==> src/rtl/bseq_pkg.sv <==
package bseq_pkg;
  localparam int BEAT_W = 2;
  typedef logic [BEAT_W-1:0] beat_t;
  typedef enum logic {
    ORD_LINEAR     = 1'b0,
    ORD_INTERLEAVE = 1'b1
  } order_e;
endpackage

==> src/rtl/bseq_strobe_arb.sv <==
module bseq_strobe_arb (
  input  logic proc_stb_n,
  input  logic ctrl_stb_n,
  input  logic sel_n,
  output logic load_o
);
  logic proc_take;
  logic ctrl_take;

  // processor strobe counts only while the primary select is active
  always_comb begin
    proc_take = ~proc_stb_n & ~sel_n;
    // controller strobe is considered only when the processor does not win
    ctrl_take = ~ctrl_stb_n & ~proc_take;
    load_o    = proc_take | ctrl_take;
  end
endmodule

==> src/rtl/bseq_addr_reg.sv <==
module bseq_addr_reg #(
  parameter int ADDR_W = 17
) (
  input  logic              clk,
  input  logic              rst,
  input  logic              load,
  input  logic [ADDR_W-1:0] d,
  output logic [ADDR_W-1:0] q
);
  always_ff @(posedge clk) begin
    if (rst)       q <= '0;
    else if (load) q <= d;
  end
endmodule

==> src/rtl/bseq_beat_ctr.sv <==
module bseq_beat_ctr
  import bseq_pkg::*;
(
  input  logic  clk,
  input  logic  rst,
  input  logic  load,
  input  logic  step,
  input  logic  order_ilv,
  input  beat_t start_in,
  output beat_t lo_out
);
  beat_t start_q;
  beat_t beat_q;
  beat_t lin_lo;
  beat_t ilv_lo;

  always_ff @(posedge clk) begin
    if (rst) begin
      start_q <= '0;
      beat_q  <= '0;
    end else if (load) begin
      start_q <= start_in;
      beat_q  <= '0;
    end else if (step) begin
      beat_q  <= beat_q + beat_t'(1);
    end
  end

  assign lin_lo = start_q + beat_q;

  for (genvar b = 0; b < BEAT_W; b++) begin : g_ilv
    assign ilv_lo[b] = start_q[b] ^ beat_q[b];
  end

  always_comb begin
    unique case (order_e'(order_ilv))
      ORD_INTERLEAVE: lo_out = ilv_lo;
      default:        lo_out = lin_lo;
    endcase
  end
endmodule

==> src/rtl/burst_addr_seq.sv <==
module burst_addr_seq
  import bseq_pkg::*;
#(
  parameter int ADDR_W = 17
) (
  input  logic              clk,
  input  logic              rst,
  input  logic              proc_stb_n,
  input  logic              ctrl_stb_n,
  input  logic              adv_n,
  input  logic              sel_n,
  input  logic [ADDR_W-1:0] addr_in,
  input  logic              order_ilv,
  output logic [ADDR_W-1:0] addr_q,
  output logic [ADDR_W-1:0] burst_addr
);
  localparam int UPPER_W = ADDR_W - BEAT_W;

  logic  load;
  logic  step;
  beat_t lo;

  bseq_strobe_arb u_arb (
    .proc_stb_n (proc_stb_n),
    .ctrl_stb_n (ctrl_stb_n),
    .sel_n      (sel_n),
    .load_o     (load)
  );

  assign step = ~load & ~adv_n;

  bseq_addr_reg #(.ADDR_W(ADDR_W)) u_areg (
    .clk  (clk),
    .rst  (rst),
    .load (load),
    .d    (addr_in),
    .q    (addr_q)
  );

  bseq_beat_ctr u_ctr (
    .clk       (clk),
    .rst       (rst),
    .load      (load),
    .step      (step),
    .order_ilv (order_ilv),
    .start_in  (addr_in[BEAT_W-1:0]),
    .lo_out    (lo)
  );

  assign burst_addr = {addr_q[ADDR_W-1 -: UPPER_W], lo};
endmodule

==> config.mk <==
export PLATFORM = sky130hd
export DESIGN_NAME = burst_addr_seq
export DESIGN_NICKNAME = d
export VERILOG_FILES = /design/src/rtl/bseq_pkg.sv /design/src/rtl/bseq_strobe_arb.sv /design/src/rtl/bseq_addr_reg.sv /design/src/rtl/bseq_beat_ctr.sv /design/src/rtl/burst_addr_seq.sv
export SDC_FILE = /design/constraint.sdc
export NUM_CORES = 1
export LEC_CHECK = 0
export BUFFER_PORTS_ARGS = -buffer_cell sky130_fd_sc_hd__buf_2
export CAP_MARGIN = 20
export CORE_ASPECT_RATIO = 0.7
export CORE_MARGIN = 2
export CORE_UTILIZATION = 44
export DETAILED_ROUTE_END_ITERATION = 7
export PLACE_DENSITY = 0.91
export SLEW_MARGIN = 15
export SYNTH_ARGS = -nofsm -noshare
export SYNTH_HDL_FRONTEND = slang
export SYNTH_HIERARCHICAL = 1
export SYNTH_SLANG_ARGS = --single-unit
==> constraint.sdc <==
create_clock -name clk -period 2.84 [get_ports clk]
set_input_delay 0.426 -clock clk [delete_from_list [all_inputs] [get_ports clk]]
set_output_delay 0.426 -clock clk [all_outputs]
set_load 0.02 [all_outputs]
[Word level (Yosys, flattened, before mapping)]
Cells that the tools add are included.
Word-level totals
  register bits: 21
  memories: 0
  output and inout bits: 34
  input port bits: 24
  bits in writable memories: 0
  ROM bits: 0
  logic and storage cells: 19
  bits in latches: 0
Operators by class
  reduce and logical (&&, ||, !) cells: 1
  bitwise gates (word level): 12
  muxes and demuxes: 1
  shift-type cells: 0
  add/subtract/negate cells: 2
  $lt $le $gt $ge: 0
  multiply operators: 0
  div/mod/pow operators: 0
  equality and inequality tests: 0
Operators with widths (count)
  NOT 1 bit: 6
  bitwise AND 1 bit: 3
  adder 2 x 1 -> 2 bit, second input constant: 1
  adder 2 bit: 1
  2-to-1 mux 2 bit: 1
  OR reduction 2 bit: 1
  XOR 1 bit: 2
  OR 1 bit: 1

[Logic depth before layout (Yosys ltp)]
  depth after elaboration: 7
  mapped depth: 5
  mapped depth without buffers: 4

[By module]
Netlist, hierarchy kept.
Modules (own cells, without submodules)
  bseq_addr_reg: times used 1, sequential area each 340.3 um^2, cells an instance 55, area an instance 614.3 um^2
  bseq_beat_ctr: times used 1, sequential area each 80.1 um^2, cells an instance 19, area an instance 192.7 um^2
  burst_addr_seq: times used 1, sequential area each 0.0 um^2, cells an instance 16, area an instance 116.4 um^2
  bseq_strobe_arb: times used 1, sequential area each 0.0 um^2, cells an instance 1, area an instance 5.0 um^2

[Worst setup path after synthesis]
Ideal clock, no wire load.
  kind: flip-flop to output port
  start point: register u_ctr.beat_q[0]
  end point: output burst_addr[1]
  buffers on the path: 0
  data required time: 2.414 ns
  cell stages (with the launch flop): 4
  slack: 1.422 ns
  arrival time: 0.992 ns
  path through: dfxtp_1 -> ha_1 -> nor2b_1 -> xnor2_1
Between the ends
  cells in the longest elaborated chain, start to end: 2
Ends and longest elaborated chain
  start, declared: RTL line bseq_beat_ctr.sv:13  | beat_t beat_q;
  start signal, assigned: RTL line bseq_beat_ctr.sv:25  | beat_q <= beat_q + beat_t'(1);
  adder 2 bit: RTL line bseq_beat_ctr.sv:29  | assign lin_lo = start_q + beat_q;
  2-to-1 mux 2 bit: RTL line bseq_beat_ctr.sv:36  | unique case (order_e'(order_ilv))
  end, declared: RTL line burst_addr_seq.sv:15  | output logic [ADDR_W-1:0] burst_addr
Every way passes these cells.

[Final worst setup path]
Ends and elaborated chain as after synthesis.

==> results.json <==
{
  "antenna_found_initial": 0,
  "grt_pass1_wl_microns": 2520,
  "grt-ovfl-total": 0,
  "vias": 725,
  "detail-route-antenna-nets": 0,
  "r2r_end": "u_ctr/beat_q[1]",
  "power.internal_mw": 0.422,
  "worstPathMaxFanout": 4,
  "cts_root_buffer": "clkbuf_4",
  "final_cell_mix": "buf_2 (57), nor2_1 (21), dfxtp_1 (21)",
  "clock_skew_ns": 0.0000606,
  "wl_met2_microns": 847,
  "cp.arrival_ns": 1.29,
  "die_area_sq_mm": 0.00250,
  "clock_sinks": 21,
  "max_cap_violations": 0,
  "hold_viol": 0,
  "layout_commonest_cell": "buf_2",
  "synth_area_leader_cell": "dfxtp_1",
  "core_area_sq_mm": 0.00192,
  "syn_avg_cell_area_sq_um": 10.2,
  "nNetsFinal": 159,
  "r2r-start": "u_ctr/beat_q[1]",
  "p_sw_mw": 0.174,
  "globalplace.congestion": 0.639,
  "numPortBuffers": 57,
  "min_to": "u_areg/q[8]",
  "violations": "design-rule violations",
  "fin_tns_setup_ns": 0,
  "placed_area_sq_mm": 0.00110,
  "rr_worst_depth": 2,
  "fmax_mhz": 582,
  "wl_per_cell_microns": 11.0,
  "post-cts-setup-buffers": 0,
  "path_cells": "ha_1 -> nor2b_1 -> xnor2_1 -> buf_2",
  "cts_buffer_depth": 2,
  "endpoint_kind": "primary output",
  "crit_buf_inv": 1,
  "ys_top_cells_by_area": "dfxtp_1 (45%), mux2i_1 (20%), buf_4 (12%)",
  "numCtsBuffers": 3,
  "diodes": 0,
  "worst_path_largest_cell_delay_ns": 0.41,
  "synth_top_area_frac": 0.453,
  "wl_met3_microns": 189,
  "vdd_drop_max_mv": 0.294,
  "cts_tree": "yes",
  "min_path_cells": 3,
  "clk_transition_reported_paths_ns": 0.11,
  "drt-initial-drc-count": 22,
  "p_seq_frac": 0.545,
  "grt_pass1_vias": 601,
  "cts_max_level": 1,
  "syn_area_sq_um": 928,
  "yosysUniqueCellTypes": 16,
  "clkLatencyLatePin_ns": 0.29,
  "run_status": "complete, but fails checks",
  "drtPass1Iterations": 6,
  "drive_gt1_frac": 0.481,
  "ctsHoldBuffers": 0,
  "viasPerCell": 4.68,
  "worst_slew_pin_slew_ns": 0.591,
  "cp-start-kind": "flop",
  "grt.total_usage": 0.134,
  "required_ns": 2.41,
  "combPwrFrac": 0.226,
  "drc_errors": 5,
  "syn2layout_area_growth_pct": 20.9,
  "cp_top_family": "flip-flops",
  "m1WireLength_microns": 664,
  "routed_wl_microns": 1710,
  "power.share.clock": 0.229,
  "period_share": 0.605,
  "io_pins": 58,
  "period_needed_ns": 1.72,
  "yosysWarnings": 6,
  "utilization": 0.585,
  "rows": 13,
  "setup_violations": 0,
  "routed.top_layer": "met4",
  "max_slew_margin": 0.606,
  "crit_slowest_cell": "dfxtp_1",
  "path_class": "reg -> out",
  "p_leak_nw": 0.650,
  "cts_resized": 0,
  "start_util": 0.484,
  "die_w_microns": 58.9,
  "r2r_slack_ns": 2.08,
  "seq_area_frac_synth": 0.453,
  "p_sw_frac": 0.292,
  "ys_ff_latch": 21,
  "hold_class": "in -> reg",
  "synthesis.nets": 116,
  "rsz0062_at_grt": "false",
  "holdCritStartpoint": "addr_in[8]",
  "final_area_sq_mm": 0.00112,
  "postSynthCellCount": 91,
  "grt_start_max_net_pins": 21,
  "slew_viol_final": 0,
  "power_density_mw_per_mm2": 531,
  "die_h_microns": 42.4
}
==> kinds of logic after synthesis <==
kind of cell	Yosys count	synth area share
DFF	21	0.453
muxes	19	0.205
and+or+nand+nor	24	0.106
buffers and inverters	20	0.168
AOI/OAI and AO/OA	3	0.0256
adders and majority gates	1	0.0135
xor gates and xnor gates	3	0.0283
==> power groups by stage <==
stage               Clock (mW)  Sequential [mW]  Combinational (mW)
floorplan                    0            0.351              0.0878
global placement             0            0.330               0.134
detailed placement           0            0.331               0.136
CTS                      0.144            0.325               0.136
global route             0.157            0.327               0.145
finish                   0.136            0.325               0.135
==> worst reg2reg max path, stage by stage, from the launching register on <==
cell and delay (ns):
dfxtp_1 0.37, a21bo_2 0.24, a21oi_2 0.10
==> cells in the mapped netlist <==
| library cell | instances |
|---|---|
| buf_6 | 1 |
| a21bo_2 | 1 |
| dfxtp_1 | 21 |
| nor2b_1 | 1 |
| or2_1 | 1 |
| o21ai_1 | 1 |
| buf_2 | 1 |
| nand3b_1 | 1 |
| buf_4 | 15 |
| nor2_1 | 21 |
| clkbuf_1 | 2 |
| xnor2_1 | 3 |
| mux2i_1 | 19 |
| buf_12 | 1 |
| ha_1 | 1 |
| a21oi_2 | 1 |
==> state kept, by name, summed over array words and instances (netlist names) <==
register and cells:
u_areg/q 17, u_ctr/beat_q 2, u_ctr/start_q 2
==> final cells by class <==
cell class                 instances  area, sq um
clock buffer                       4         26.3
timing repair buffer              58          293
fill                             180          797
multi-input combinational         50          355
sequential                        21          420
tap                               22         27.5
==> worst max path at each step <==
stage	start	endpoint	slack, ns	cells after the start
after floorplan	u_ctr/beat_q[0]	burst_addr[1]	1.42	3
after global placement	sel_n	u_areg/q[5]	1.12	5
after detailed placement	sel_n	u_areg/q[15]	1.07	5
after CTS	u_ctr/beat_q[0]	burst_addr[1]	1.09	4
after global routing	u_ctr/beat_q[0]	burst_addr[1]	0.98	4
final	u_ctr/beat_q[0]	burst_addr[1]	1.12	4
==> per-layer routing <==
| metal | vias to the layer above | track usage |
|---|---|---|
| li1 | 364 | - |
| met3 | 2 | 0.0586 |
| met1 | 322 | 0.135 |
| met4 | 0 | 0.0273 |
| met5 | - | 0 |
| met2 | 37 | 0.251 |
==> metrics by stage <==
| stage | cells | hold WS (ns) | setup WS (ns) | power (mW) |
|---|---|---|---|---|
| floorplan | 91 | 0.467 | 1.42 | 0.438 |
| global placement | 151 | 0.471 | 1.12 | 0.464 |
| detailed placement | 151 | 0.484 | 1.07 | 0.467 |
| CTS | 155 | 0.357 | 1.09 | 0.605 |
| global route | 155 | 0.357 | 0.981 | 0.629 |
| finish | 155 | 0.364 | 1.12 | 0.596 |
(Power assumes the default switching activity.)
